$ cat src/rtl/trig_match_pkg.sv
package trig_match_pkg;
  typedef enum logic [1:0] {
    COND_ANY  = 2'd0,
    COND_HIGH = 2'd1,
    COND_LOW  = 2'd2,
    COND_ANY3 = 2'd3
  } cond_e;

  typedef enum logic [1:0] {
    EDGE_NONE = 2'd0,
    EDGE_RISE = 2'd1,
    EDGE_FALL = 2'd2,
    EDGE_BOTH = 2'd3
  } edge_e;

  localparam int unsigned EDGE_IDX_W = 6;
endpackage

$ cat src/rtl/trig_cfg_bank.sv
module trig_cfg_bank #(
  parameter int unsigned NUM_BYTES = 8,
  parameter int unsigned ADDR_W    = 4
) (
  input  logic                   clk_i,
  input  logic                   rst_ni,
  input  logic                   we_i,
  input  logic [ADDR_W-1:0]      addr_i,
  input  logic [7:0]             wdata_i,
  output logic [NUM_BYTES*8-1:0] lvl_o,
  output logic [7:0]             edge_o
);
  logic [NUM_BYTES*8-1:0] lvl_q;
  logic [7:0]             edge_q;

  for (genvar b = 0; b < NUM_BYTES; b++) begin : g_byte
    always_ff @(posedge clk_i or negedge rst_ni) begin
      if (!rst_ni) lvl_q[b*8 +: 8] <= '0;
      else if (we_i && addr_i == ADDR_W'(b)) lvl_q[b*8 +: 8] <= wdata_i;
    end
  end

  always_ff @(posedge clk_i or negedge rst_ni) begin
    if (!rst_ni) edge_q <= '0;
    else if (we_i && addr_i == ADDR_W'(NUM_BYTES)) edge_q <= wdata_i;
  end

  assign lvl_o  = lvl_q;
  assign edge_o = edge_q;


  unused_addr_chk: assert property (@(posedge clk_i) disable iff (!rst_ni)
    (we_i && addr_i > ADDR_W'(NUM_BYTES)) |=> ($stable(lvl_q) && $stable(edge_q)));
endmodule

$ cat src/rtl/trig_level_match.sv
module trig_level_match
  import trig_match_pkg::*;
#(
  parameter int unsigned NUM_CH = 32
) (
  input  logic [2*NUM_CH-1:0] lvl_i,
  input  logic [NUM_CH-1:0]   sample_i,
  output logic                match_o
);
  logic [NUM_CH-1:0] ok;

  for (genvar n = 0; n < NUM_CH; n++) begin : g_ch
    cond_e code;
    assign code = cond_e'(lvl_i[2*n +: 2]);
    always_comb begin
      unique case (code)
        COND_HIGH: ok[n] = sample_i[n];
        COND_LOW:  ok[n] = ~sample_i[n];
        default:   ok[n] = 1'b1;
      endcase
    end
  end

  assign match_o = &ok;
endmodule

$ cat src/rtl/trig_edge_match.sv
module trig_edge_match
  import trig_match_pkg::*;
#(
  parameter int unsigned NUM_CH = 32
) (
  input  logic              clk_i,
  input  logic              rst_ni,
  input  logic              arm_i,
  input  logic              valid_i,
  input  logic [NUM_CH-1:0] sample_i,
  input  logic [7:0]        edge_cfg_i,
  output logic              match_o
);
  localparam int unsigned CH_W = (NUM_CH > 1) ? $clog2(NUM_CH) : 1;

  logic [NUM_CH-1:0]     prev_q;
  logic                  prev_vld_q;
  logic [EDGE_IDX_W-1:0] idx;
  logic                  in_range, cur_bit, prev_bit;
  edge_e                 kind;

  assign kind     = edge_e'(edge_cfg_i[7:6]);
  assign idx      = edge_cfg_i[EDGE_IDX_W-1:0];
  assign in_range = 32'(idx) < NUM_CH;
  assign cur_bit  = in_range ? sample_i[idx[CH_W-1:0]] : 1'b0;
  assign prev_bit = in_range ? prev_q[idx[CH_W-1:0]]   : 1'b0;

  always_comb begin
    unique case (kind)
      EDGE_NONE: match_o = 1'b1;
      EDGE_RISE: match_o = prev_vld_q && in_range && !prev_bit && cur_bit;
      EDGE_FALL: match_o = prev_vld_q && in_range && prev_bit && !cur_bit;
      default:   match_o = prev_vld_q && in_range && (prev_bit != cur_bit);
    endcase
  end

  always_ff @(posedge clk_i or negedge rst_ni) begin
    if (!rst_ni) begin
      prev_q     <= '0;
      prev_vld_q <= 1'b0;
    end else if (arm_i) begin
      prev_vld_q <= 1'b0;
    end else if (valid_i) begin
      prev_q     <= sample_i;
      prev_vld_q <= 1'b1;
    end
  end


  arm_clears_history_chk: assert property (@(posedge clk_i) disable iff (!rst_ni)
    arm_i |=> !prev_vld_q);
endmodule

$ cat src/rtl/trig_matcher.sv
module trig_matcher #(
  parameter int unsigned NUM_CH = 32,
  parameter int unsigned ADDR_W = 4
) (
  input  logic              clk_i,
  input  logic              rst_ni,
  input  logic              cfg_we_i,
  input  logic [ADDR_W-1:0] cfg_addr_i,
  input  logic [7:0]        cfg_wdata_i,
  input  logic              arm_i,
  input  logic              sample_valid_i,
  input  logic [NUM_CH-1:0] sample_i,
  output logic              hit_o
);
  localparam int unsigned NUM_BYTES = NUM_CH / 4;

  logic [NUM_BYTES*8-1:0] lvl_cfg;
  logic [7:0]             edge_cfg;
  logic                   lvl_ok, edge_ok, hit_q;

  trig_cfg_bank #(.NUM_BYTES(NUM_BYTES), .ADDR_W(ADDR_W)) u_cfg (
    .clk_i, .rst_ni,
    .we_i(cfg_we_i), .addr_i(cfg_addr_i), .wdata_i(cfg_wdata_i),
    .lvl_o(lvl_cfg), .edge_o(edge_cfg)
  );

  trig_level_match #(.NUM_CH(NUM_CH)) u_lvl (
    .lvl_i(lvl_cfg[2*NUM_CH-1:0]), .sample_i, .match_o(lvl_ok)
  );

  trig_edge_match #(.NUM_CH(NUM_CH)) u_edge (
    .clk_i, .rst_ni, .arm_i, .valid_i(sample_valid_i), .sample_i,
    .edge_cfg_i(edge_cfg), .match_o(edge_ok)
  );

  always_ff @(posedge clk_i or negedge rst_ni) begin
    if (!rst_ni) hit_q <= 1'b0;
    else         hit_q <= sample_valid_i && !arm_i && lvl_ok && edge_ok;
  end

  assign hit_o = hit_q;


  hit_needs_valid_chk: assert property (@(posedge clk_i) disable iff (!rst_ni)
    hit_o |-> $past(sample_valid_i));

  hit_needs_level_chk: assert property (@(posedge clk_i) disable iff (!rst_ni)
    hit_o |-> $past(lvl_ok));

  arm_blocks_hit_chk: assert property (@(posedge clk_i) disable iff (!rst_ni)
    arm_i |=> !hit_o);
endmodule

$ cat config.mk
export PLATFORM = sky130hd
export DESIGN_NAME = trig_matcher
export DESIGN_NICKNAME = d
export VERILOG_FILES = /design/src/rtl/trig_match_pkg.sv /design/src/rtl/trig_cfg_bank.sv /design/src/rtl/trig_level_match.sv /design/src/rtl/trig_edge_match.sv /design/src/rtl/trig_matcher.sv
export SDC_FILE = /design/constraint.sdc
export NUM_CORES = 1
export LEC_CHECK = 0
export ABC_AREA = 1
export BUFFER_PORTS_ARGS = -buffer_cell sky130_fd_sc_hd__buf_2
export CORE_ASPECT_RATIO = 1.25
export CORE_MARGIN = 2
export CORE_UTILIZATION = 24
export CTS_CLUSTER_DIAMETER = 40
export CTS_CLUSTER_SIZE = 24
export DETAILED_ROUTE_END_ITERATION = 7
export SLEW_MARGIN = 25
export SYNTH_ARGS = -nofsm -noshare
export SYNTH_HDL_FRONTEND = slang
export SYNTH_SLANG_ARGS = --single-unit
$ cat constraint.sdc
create_clock -name clk_i -period 3 [get_ports clk_i]
set_input_delay 0.6 -clock clk_i [delete_from_list [all_inputs] [get_ports clk_i]]
set_output_delay 0.6 -clock clk_i [all_outputs]
set_load 0.1 [all_outputs]
## Yosys cells after proc, flatten, opt, wreduce, memory -nomap -nowiden

Cells that the tools add are included.

- Magnitude comparators: 2
- Eq/ne operators: 75
- Multiplexer cells: 41
- Bitwise logic cells: 33
- Reductions and logical operators: 26

Operators with widths:

| kind | number |
|---|---|
| $eq 2x1->1 const B | 33 |
| $eq 2x2->1 const B | 33 |
| $pmux 1 s2 | 32 |
| $not 1->1 | 33 |
| $reduce_and 32->1 | 1 |
| $logic_and 1x1->1 | 18 |
| $eq 4x3->1 const B | 4 |
| $bmux 1 s5 | 2 |
| $eq 4x2->1 const B | 2 |
| $lt 5x6->1 const B | 1 |
| $lt 6x6->1 const B | 1 |
| $mux 1 | 6 |
| $eq 4x1->1 const B | 1 |
| $eq 4x4->1 const B | 1 |
| $logic_not 4->1 | 1 |
| $logic_not 1->1 | 3 |
| $pmux 1 s3 | 1 |
| $logic_not 2->1 | 1 |
| $reduce_and 2->1 | 1 |
| $reduce_bool 2->1 | 1 |
| $ne 1x1->1 | 1 |

- Bits in registers: 106
- Bits of input ports: 49
- Output and inout port bits: 1
- Logic and storage cells: 189

## Logic depth before layout (Yosys ltp)

Gate-level depths: netlist (run 1).

- Word-level depth: 8
- Gate-level depth with buffers: 14

## By module

From an unflattened synthesis (run 1), not the netlist that was laid out.

- Cells, all modules: 995
- Area total of the unflattened synthesis: 6,999.2 um^2

By module, submodules not included:

| module | times used | cells each | area each (um^2) | seq. area each (um^2) |
|---|---|---|---|---|
| trig_cfg_bank | 1 | 351 | 3,054.2 | 1,801.7 |
| trig_edge_match | 1 | 315 | 2,080.7 | 825.8 |
| trig_level_match | 1 | 324 | 1,821.7 | 0.0 |
| trig_matcher | 1 | 5 | 42.5 | 25.0 |

## Least setup slack after synthesis (run 1)

OpenSTA, ideal clock, no wires.

- Kind: in2reg
- Start: input sample_valid_i
- End: register hit_q, in the netlist hit_o
- Library setup time: 0.077 ns
- Arrival: 1.467 ns
- Data required time: 2.923 ns
- Slack: 1.456 ns
- Cell stages on the path: 6
- Path buffers: 0
- Cell sequence: inv_1 -> nor2_1 -> o21ai_0 -> nor4_1 -> nand4_1 -> a21oi_1

- Longest elaborated chain between the ends: 3

Ends and longest elaborated chain:

| what | line | source |
|---|---|---|
| start: declaration | trig_matcher.sv:11 | `input logic sample_valid_i,` |
| $logic_and 1x1->1 (3 in a row) | trig_matcher.sv:38 | `else hit_q <= sample_valid_i && !arm_i && lvl_ok && edge_ok;` |
| end signal: assignment | trig_matcher.sv:38 |  |
| end: declaration | trig_matcher.sv:19 | `logic lvl_ok, edge_ok, hit_q;` |

No other way between the ends.
A chain may end at the register's enable or synchronous reset.

## Worst setup path in the final report (run 1)

- Start: register u_cfg.edge_q[1], in the netlist u_cfg.edge_o[1]
- End: register hit_q, in the netlist hit_o

- Longest elaborated chain between the ends: 8
- Elaborated cells on any way between the ends: 18
- Those cells by class: order compare: 1; eq/ne: 1; mux: 7; reduce/logical: 9

Ends and longest elaborated chain:

| what | line | source |
|---|---|---|
| start: declaration | trig_cfg_bank.sv:14 | `logic [7:0] edge_q;` |
| start signal: assignment | trig_cfg_bank.sv:25 | `else if (we_i && addr_i == ADDR_W'(NUM_BYTES)) edge_q <= wdata_i;` |
| $bmux 1 s5 | trig_edge_match.sv:26 | `assign prev_bit = in_range ? prev_q[idx[CH_W-1:0]] : 1'b0;` |
| $mux 1 (not written as such) | trig_edge_match.sv:26 |  |
| $mux 1 | trig_edge_match.sv:26 |  |
| $logic_not 1->1 | trig_edge_match.sv:31 | `EDGE_RISE: match_o = prev_vld_q && in_range && !prev_bit && cur_bit;` |
| $logic_and 1x1->1 (2 in a row) | trig_edge_match.sv:31 |  |
| $pmux 1 s3 (*) | trig_edge_match.sv:29 | `unique case (kind)` |
| $logic_and 1x1->1 (*) | trig_matcher.sv:38 |  |

Every way passes the cells marked *; elsewhere a longest branch is shown, timed or not. The select of a mux whose other input is x is not followed.

==> results of run 1 <==
## worst paths after layout
check	endpoint	startpoint	cells after the start
setup / recovery	hit_o$_DFF_PN0_	u_cfg.edge_o[1]$_DFFE_PN0P_	12
hold / removal	u_cfg.lvl_o[24]$_DFFE_PN0P_	rst_ni	1
setup reg to reg	hit_o$_DFF_PN0_	u_cfg.edge_o[1]$_DFFE_PN0P_	12
hold reg to reg	u_cfg.edge_o[5]$_DFFE_PN0P_	u_cfg.edge_o[5]$_DFFE_PN0P_	2
max in group asynchronous	u_edge.prev_q[7]$_DFFE_PN0P_	rst_ni	2
min in group clk_i	u_edge.prev_vld_q$_DFFE_PN0P_	arm_i	2
## stage by stage
| stage | power, W | hold slack (ps) | instances | utilization, % |
|---|---|---|---|---|
| global placement | 0.00306 | 471 | 1158 | 26.8 |
| detailed placement | 0.00311 | 477 | 1158 | 26.8 |
| floorplan | 0.00272 | 304 | 795 | - |
| CTS | 0.00433 | 249 | 1173 | 27.9 |
| finish | 0.00430 | 222 | 1173 | 27.9 |
| global route | 0.00464 | 263 | 1173 | 27.9 |
## logic make-up after synthesis
family	count (synthesis)
AO/OA/AOI/OAI	169
adder cells (fa/ha/maj)	64
buffers and inverters	170
flip-flops	106
multiplexers	3
AND/OR/NAND/NOR	283
## final cells by class
cell class                      count  area, µm²
Multi-Input combinational cell    519       2860
Fill cell                        2706      18200
Tap cell                          335        419
Clock inverter                      6       72.6
Inverter                          145        544
Clock buffer                        9        225
Sequential cell                   106       2650
Timing Repair Buffer               53        290
## worst register-to-register path: stages (launching register included)
cell and delay [ps]:
sky130_fd_sc_hd__dfrtp_1 720, sky130_fd_sc_hd__inv_2 290, sky130_fd_sc_hd__a21oi_1 180, sky130_fd_sc_hd__o21ai_0 100, sky130_fd_sc_hd__nand3_1 100, sky130_fd_sc_hd__nand3_1 100, sky130_fd_sc_hd__nand2_1 80, sky130_fd_sc_hd__nand2_1 50
sky130_fd_sc_hd__nand2_1 60, sky130_fd_sc_hd__nand2_1 50, sky130_fd_sc_hd__nand2_1 60, sky130_fd_sc_hd__nand2_1 50, sky130_fd_sc_hd__a21oi_1 110
## cell usage in the layout, fill, tap and decap left out, drive strengths merged
master,instances
nand2,216
inv,148
o21ai,128
dfrtp,106
ha,64
buf,53
nand3,46
a21oi,28
nor2,14
clkbuf,9
o211ai,5
o2111ai,3
mux2,3
nor4,2
a211oi,2
a22o,2
nor3,2
nand4,2
or2,1
o2bb2ai,1
bufinv,1
clkinv,1
clkinvlp,1
## registers in the layout (all words and copies together) (netlist names)
signal,count
u_cfg.lvl_o,64
u_edge.prev_q,32
hit_o,1
u_edge.prev_vld_q,1
u_cfg.edge_o,8
## report_power, final
| group | internal [W] | leakage (nW) | total [W] | switching, W |
|---|---|---|---|---|
| Clock | 0.000654 | 0.143 | 0.00122 | 0.000566 |
| Combinational | 0.000467 | 2.12 | 0.00118 | 0.000714 |
| Sequential | 0.00168 | 1.34 | 0.00190 | 0.000214 |
| Total | 0.00280 | 3.60 | 0.00430 | 0.00150 |
## layer usage
layer,global-route usage (%),vias up
met3,1.54,16
met1,15.8,2403
met4,3.73,2
met5,0,-
met2,23.4,84
li1,-,2583
## cell usage after synthesis (all sizes together)
cell and instances:
nand2 216, inv 145, o21ai 128, dfrtp 106
ha 64, nand3 46, a21oi 28, clkbuf 15
nor2 14, buf 10, o211ai 5, mux2 3
o2111ai 3, a211oi 2, a22o 2, nand4 2
nor3 2, nor4 2, o2bb2ai 1, or2 1
==> impl_metrics.toml, run 1 <==
[run]
maxCapViolations = 0

[floorplan]
io_pins = 50
die_w_um = 147
floorplan.die.height_um = 183
initial_core_util_pct = 24.4
core_mm2 = 0.0253
die_area_mm2 = 0.0270
core.rowCount = 65

[clocking]
total_cts_buffers = 9
tritoncts = "done"
cts_max_path_buffers = 2
tritoncts_num_sinks = 106
cts_hold_buf = 0
post_cts.repair.setup_buffers = 0
clk_latency_ps = 350
post_cts_resize_count = 0
clkTransAtPathRegs_ps = 80
cts_max_level = 3
clockRootBuffer = "sky130_fd_sc_hd__clkbuf_16"

[global_routing]
grt_start_max_net_pins = 67
antenna_found_initial = 1
total_congestion_overflow = 0
grt_pass1_wl_mm = 27.0
globalRouteTotalUtil_pct = 12.8
first_global_vias = 4962

[logic_synthesis]
muxShareOfSynthArea_pct = 0.548
synth_compound_area_share_pct = 14.4
synthesis.yosys.warnings = 0
yosys.cell_types.count = 23
post_synth_instance_area_mm2 = 0.00617
adder_cell_fraction_of_synth_area_pct = 13.0
yosysTopAreaCellShare_pct = 43.0
synth_top_area_cell = "sky130_fd_sc_hd__dfrtp_1"
netlist_top_cells_area = "sky130_fd_sc_hd__dfrtp_1, sky130_fd_sc_hd__nand2_1, sky130_fd_sc_hd__ha_1"
post_synth_xor_area_fraction_pct = 0
dominant_combinational_cell_family_by_area_after_synthesis = "simple AND/OR/NAND/NOR gates"
post_synth.cell_area_avg_um2 = 7.76
netlist_instances = 795
postSynthNetCount = 908
yosysSeqAreaShare_pct = 43.0
yosys_register_bits = 106
synthSimpleGateAreaFrac_pct = 18.4

[route]
met3_length_um = 494
post_drt_wl_per_cell_um = 14.2
routed_via_density = 4.34
routed_wirelength_mm = 16.7
firstDrtPassIters = 5
post_route_m1_wl_mm = 7.37
routed-via-count = 5088
met2WireLength_mm = 8.53
detailedRoute.firstIterationViolations = 406
drc = 0
route.top_layer_used = "met5"
drtAntennaViolNets = 0

[layout]
post_route_cells_drive_above_1_share_pct = 8.95
post-route-cell-area_mm2 = 0.00707
antennaDiodeCount = 0
layout.nets = 947
area_growth_syn_to_layout_pct = 14.6

[setup_path]
worst-path-max-fanout = 17
most_frequent_cell_on_the_critical_path = "sky130_fd_sc_hd__nand2_1"
cpLargestDelayFamily = "flip-flops"
worst_path_largest_cell_delay_ps = 720
worstPathBufferInverterCount = 1
cp_data_arrival_time_ps = 2300
critPathRequiredTime_ps = 3280
crit_path_end_kind = "register"
criticalPathCategory = "reg2reg"
worst_path_max_delay_cell = "sky130_fd_sc_hd__dfrtp_1"
start_kind = "register"
worstPathCellList = "inv_2, a21oi_1, o21ai_0, nand3_1, nand3_1, nand2_1, nand2_1, nand2_1, nand2_1, nand2_1, nand2_1, a21oi_1"
setup.reg_to_reg.worst_slack_ps = 970

[place]
buffer_ports.inserted = 49
place.detailed.hpwl_mm = 12.9
dp_slack_ps = 1030
gp_congestion = 0.896
post_dp_cell_area_mm2 = 0.00677

[sta]
worst_slack_setup_final_ps = 974
finalSetupViolations = 0
slew_viol_final = 0
finalSetupTns_ps = 0
clock_skew_ps = 7.60
timing.final.crit_share_pct = 67.5
final.min_clock_period_ps = 2030
max_freq_ghz = 0.494
finalHoldViolations = 0
grt_setup_unrepaired = "no"
worstMarginPinSlew_ps = 588
slew_headroom_pct = 60.7

[power]
cellLeakagePower_nw = 3.60
irDropWorstVdd_v = 0.000248
p_per_area_mw_per_mm2 = 608

[run_status]
outcome = "completed"

[hold_path]
hold_path.class = "in2async"
No activity file was read; power rests on OpenSTA's default activity.
==> inputs of run 2 (changes only) <==
==> constraint.sdc (replaced) <==
create_clock -name clk_i -period 1.95 [get_ports clk_i]
set_input_delay 0.39 -clock clk_i [delete_from_list [all_inputs] [get_ports clk_i]]
set_output_delay 0.39 -clock clk_i [all_outputs]
set_load 0.1 [all_outputs]
==> run 2 against run 1 <==
Net effect: first-iteration DRC count is 2.5% lower; total power up 52%; clock skew is 1.3 ps lower; largest power group unchanged; highest routed layer unchanged.
==> impl_metrics.toml, run 2 (synthesized netlist as in run 1, its figures left out) <==
[global_routing]
first_global_vias = 4988
globalRouteTotalUtil_pct = 12.5
grt_pass1_wl_mm = 26.3
grt_start_max_net_pins = 49
antenna_found_initial = 1
total_congestion_overflow = 0

[setup_path]
reg2regPathDepth = 13
setup.reg_to_reg.worst_slack_ps = 290
cp_data_arrival_time_ps = 1930
critical_path.reg2reg.endpoint = "hit_o$_DFF_PN0_"
critPathRequiredTime_ps = 2220
criticalPathCategory = "reg2reg"
start_kind = "register"
worst-path-max-fanout = 26
rr_startpoint = "u_cfg.edge_o[0]$_DFFE_PN0P_"
crit_path_end_kind = "register"

[clocking]
cts_max_path_buffers = 2
post_cts_resize_count = 0
clockRootBuffer = "sky130_fd_sc_hd__clkbuf_16"
tritoncts = "done"
post_cts.repair.setup_buffers = 0
total_cts_buffers = 9
tritoncts_num_sinks = 106
clk_latency_ps = 350
clkTransAtPathRegs_ps = 70
cts_hold_buf = 0
cts_max_level = 3

[route]
routed_via_density = 4.33
routed_wirelength_mm = 16.2
drc = 0
post_drt_wl_per_cell_um = 13.7
detailedRoute.firstIterationViolations = 396
firstDrtPassIters = 6
post_route_m1_wl_mm = 7.06
met3_length_um = 452
drtAntennaViolNets = 0
met2WireLength_mm = 8.31
route.top_layer_used = "met5"
routed-via-count = 5122

[power]
irDropWorstVdd_v = 0.000434
cellLeakagePower_nw = 3.63
netSwitchingPower_w = 0.00230
seq_power_share_pct = 43.9
power.switching_fraction_pct = 35.3
p_int_w = 0.00422
clockPowerShare_pct = 27.3
share_comb_of_total_power_pct = 28.7
p_per_area_mw_per_mm2 = 914

[place]
buffer_ports.inserted = 49
post_dp_cell_area_mm2 = 0.00684
post-place-cells = 1166
place.detailed.hpwl_mm = 12.7
gp_congestion = 0.857

[floorplan]
initial_core_util_pct = 24.4
floorplan.die.height_um = 183
core_mm2 = 0.0253
die_w_um = 147
core.rowCount = 65
die_area_mm2 = 0.0270
io_pins = 50

[sta]
finalHoldViolations = 0
worstMarginPinSlew_ps = 530
finalSetupViolations = 0
slew_viol_final = 0
finalSetupTns_ps = 0
clock_skew_ps = 6.27
timing.final.crit_share_pct = 85.2
max_freq_ghz = 0.602
slew_headroom_pct = 64.5
grt_setup_unrepaired = "no"
final.min_clock_period_ps = 1660

[layout]
area_growth_syn_to_layout_pct = 15.6
area.sequential_mm2 = 0.00265
layout.cells.most_common_list = "sky130_fd_sc_hd__nand2_1, sky130_fd_sc_hd__inv_1, sky130_fd_sc_hd__o21ai_0"
largest_reg_flops = 64
post_route_cells_drive_above_1_share_pct = 9.92
num-fill-cells = 2715
post_layout_nonfiller_instances = 1182
layout.nets = 955
multiInputGateArea_mm2 = 0.00286
mostFrequentLayoutCell = "sky130_fd_sc_hd__nand2_1"
post-route-cell-area_mm2 = 0.00713
antennaDiodeCount = 0

[run]
maxCapViolations = 0

[run_status]
outcome = "completed"

[hold_path]
hold_path.class = "in2async"
run 2: cell types whose count changed in the layout (fill, tap and decap cells not counted):
cell	change
sky130_fd_sc_hd__buf_4	+7
sky130_fd_sc_hd__buf_12	+1
sky130_fd_sc_hd__bufinv_16	-1
sky130_fd_sc_hd__clkinv_4	+1
sky130_fd_sc_hd__clkinvlp_4	+1
sky130_fd_sc_hd__inv_6	-1
sky130_fd_sc_hd__inv_8	+1
run 2: power by group through the flow:
stage / Combinational, W / Sequential, W / Clock (W)
5_1_grt: 0.00223 / 0.00292 / 0.00190
6_report: 0.00187 / 0.00286 / 0.00178
2_1_floorplan: 0.00135 / 0.00284 / 0
3_3_place_gp: 0.00184 / 0.00289 / 0
3_5_place_dp: 0.00190 / 0.00290 / 0
4_1_cts: 0.00191 / 0.00286 / 0.00183
run 2: layout make-up:
class | instances | area share, %
clock buffer | 9 | 3.16
multi-input combinational | 519 | 40.2
inverter | 145 | 7.64
timing repair buffer | 61 | 5.09
clock inverter | 7 | 0.860
sequential | 106 | 37.2
tap | 335 | 5.88
run 2: per-layer routing:
metal  GRT usage [%]  vias to the layer above
met5               0                        -
met4            4.38                        2
met3            1.57                       21
met2            23.1                       82
met1            14.8                     2412
li1                -                     2605
run 2: how the worst max path moves through the flow:
stage,startpoint,to,slack [ps],cells after the start
final,u_cfg.edge_o[0]$_DFFE_PN0P_,hit_o$_DFF_PN0_,290,13
after global routing,u_cfg.edge_o[0]$_DFFE_PN0P_,hit_o$_DFF_PN0_,30,13
after CTS,u_cfg.edge_o[0]$_DFFE_PN0P_,hit_o$_DFF_PN0_,290,13
after detailed placement,u_cfg.edge_o[0]$_DFFE_PN0P_,hit_o$_DFF_PN0_,310,13
after global placement,u_cfg.lvl_o[14]$_DFFE_PN0P_,hit_o$_DFF_PN0_,330,8
after floorplan,u_cfg.edge_o[0]$_DFFE_PN0P_,hit_o$_DFF_PN0_,480,12
run 2: critical path, stage by stage, from the launching register on:
cell and delay [ps]:
sky130_fd_sc_hd__dfrtp_1 400, sky130_fd_sc_hd__inv_2 320, sky130_fd_sc_hd__nand2_1 100, sky130_fd_sc_hd__nand3_1 80, sky130_fd_sc_hd__nand3_1 90, sky130_fd_sc_hd__nand3_1 100
sky130_fd_sc_hd__nand2_1 70, sky130_fd_sc_hd__inv_1 50, sky130_fd_sc_hd__nand3_1 60, sky130_fd_sc_hd__nand2_1 60, sky130_fd_sc_hd__nand2_1 40, sky130_fd_sc_hd__nand2_1 50
sky130_fd_sc_hd__nand2_1 50, sky130_fd_sc_hd__a21oi_1 110
run 2: per-stage QoR:
| stage | hold slack [ps] | util (%) | worst slack, ps | total power, W |
|---|---|---|---|---|
| after detailed placement | 402 | 27.0 | 310 | 0.00480 |
| after global routing | 50.8 | 28.2 | 25.0 | 0.00705 |
| after floorplan | 94.4 | - | 478 | 0.00419 |
| after CTS | 32.5 | 28.2 | 289 | 0.00660 |
| final | 14.8 | 28.2 | 289 | 0.00652 |
| after global placement | 407 | 27.0 | 330 | 0.00473 |
==> inputs of run 3 (changes only) <==
--- a/config.mk
+++ b/config.mk
@@ -7,7 +7,6 @@
 export LEC_CHECK = 0
 export ABC_AREA = 1
 export BUFFER_PORTS_ARGS = -buffer_cell sky130_fd_sc_hd__buf_2
-export CORE_ASPECT_RATIO = 1.25
 export CORE_MARGIN = 2
 export CORE_UTILIZATION = 24
 export CTS_CLUSTER_DIAMETER = 40
==> run 3 against run 2 <==
Net effect: utilization hardly changed; non-clock buffer count decreased by 2; critical path type unchanged; clock skew fell by 2.3 ps; sequential share of layout area is 0.19 points higher; sequential power barely moved; largest power group unchanged; critical path depth down 6; flip-flop and latch count unchanged; setup slack got worse by 14 ps.
==> impl_metrics.toml, run 3 (synthesized netlist as in run 1, its figures left out) <==
[run]
maxCapViolations = 0

[setup_path]
cp_data_arrival_time_ps = 1960
start_kind = "register"
worstPathCellList = "inv_1, ha_1, a21oi_1, a22o_1, nor3_1, nand4_1, a21oi_1"
criticalPathCategory = "reg2reg"
cpLargestDelayFamily = "simple AND/OR/NAND/NOR gates"
critical_path_launch_point = "u_cfg.lvl_o[42]$_DFFE_PN0P_"
crit_path_end_kind = "register"
rr_startpoint = "u_cfg.lvl_o[42]$_DFFE_PN0P_"
worst_path_max_delay_cell = "sky130_fd_sc_hd__dfrtp_1"
worstPathBufferInverterCount = 1
critPathRequiredTime_ps = 2230
worst-path-max-fanout = 3
most_frequent_cell_on_the_critical_path = "sky130_fd_sc_hd__a21oi_1"
worst_path_largest_cell_delay_ps = 370

[global_routing]
grt.busiest_layer = "met2"
total_congestion_overflow = 0
global_route.usage.met1_pct = 16.9
first_global_vias = 4804
groute.layer.met3.usage_pct = 1.79
use_met2_pct = 20.7
antenna_found_initial = 0
grt_start_max_net_pins = 107
globalRouteTotalUtil_pct = 12.8
grt_pass1_wl_mm = 26.0

[route]
firstDrtPassIters = 6
routed_via_density = 4.34
drc = 0
detailedRoute.firstIterationViolations = 470
routed-via-count = 5099
routed_wirelength_mm = 16.2
post_drt_wl_per_cell_um = 13.7
drtAntennaViolNets = 0

[sta]
slew_headroom_pct = 58.2
finalHoldViolations = 0
max_freq_ghz = 0.597
worstMarginPinSlew_ps = 627
worst_slack_setup_final_ps = 275
timing.final.crit_share_pct = 85.9
finalSetupTns_ps = 0
whs_ps = 84.6
slew_viol_final = 0
final.min_clock_period_ps = 1680
finalSetupViolations = 0
clock_skew_ps = 3.99
grt_setup_unrepaired = "no"

[floorplan]
floorplan.die.height_um = 164
die_area_mm2 = 0.0270
io_pins = 50
initial_core_util_pct = 24.5
core_mm2 = 0.0252
core.rowCount = 58
die_w_um = 164

[place]
post_dp_cell_area_mm2 = 0.00681
buffer_ports.inserted = 49
place.detailed.hpwl_mm = 12.1
dp_slack_ps = 272
gp_congestion = 0.838
post-place-cells = 1159

[clocking]
total_cts_buffers = 9
cts_hold_buf = 0
tritoncts = "done"
tritoncts_num_sinks = 106
clkTransAtPathRegs_ps = 70
cts_max_level = 3
post_cts.repair.setup_buffers = 0
clockRootBuffer = "sky130_fd_sc_hd__clkbuf_16"
cts_max_path_buffers = 2
clk_latency_ps = 350
post_cts_resize_count = 0

[layout]
num-fill-cells = 2707
layout.nets = 953
mostFrequentLayoutCell = "sky130_fd_sc_hd__nand2_1"
largest_reg_flops = 64
layout.cells.most_common_list = "sky130_fd_sc_hd__nand2_1, sky130_fd_sc_hd__inv_1, sky130_fd_sc_hd__o21ai_0"
post-route-cell-area_mm2 = 0.00709
antennaDiodeCount = 0
post_layout_nonfiller_instances = 1175
area_growth_syn_to_layout_pct = 15.0
post_route_cells_drive_above_1_share_pct = 9.47

[hold_path]
hold_path.class = "in2async"

[run_status]
outcome = "completed"

[power]
cellLeakagePower_nw = 3.62
irDropWorstVdd_v = 0.000453
p_per_area_mw_per_mm2 = 915
run 3: path summary, 6_finish.rpt:
check	cells after the start	end	slack, ps
setup / recovery	7	hit_o$_DFF_PN0_	270
hold / removal	2	u_cfg.lvl_o[30]$_DFFE_PN0P_	80
setup reg to reg	7	hit_o$_DFF_PN0_	270
hold reg to reg	2	u_edge.prev_q[3]$_DFFE_PN0P_	490
max in group asynchronous	2	u_cfg.lvl_o[31]$_DFFE_PN0P_	1360
min in group clk_i	2	u_edge.prev_vld_q$_DFFE_PN0P_	240
run 3: per-stage QoR:
stage / util (%) / total power, W
after floorplan: - / 0.00419
after global placement: 27.0 / 0.00470
after detailed placement: 27.0 / 0.00477
after CTS: 28.2 / 0.00657
after global routing: 28.2 / 0.00703
final: 28.2 / 0.00649
run 3: where the power goes:
group / internal, W / switching (W) / total (W)
clock network: 0.000969 / 0.000806 / 0.00178
logic: 0.000728 / 0.00112 / 0.00184
registers: 0.00259 / 0.000278 / 0.00287
run 3: cell type report:
type	instances	area (µm²)	area share (%)
Clock inverter	2	10.0	0.141
Inverter	145	544	7.67
Multi-Input combinational cell	519	2860	40.4
Timing Repair Buffer	59	335	4.73
Tap cell	330	413	5.82
Sequential cell	106	2650	37.4
Clock buffer	14	274	3.86
run 3: worst register-to-register path: cells and delay by family (launching register included):
kind,cells,cell delay [ps]
AOI/OAI and AO/OA,3,400
adders and majority gates,1,270
DFF,1,370
and+or+nand+nor,2,520
buffers and inverters,1,50
run 3: per-layer routing:
metal | up-vias | routed length (µm)
li1 | 2600 | -
met1 | 2394 | 7570
met2 | 82 | 7530
met3 | 23 | 569
met4 | 0 | 477
met5 | - | 0
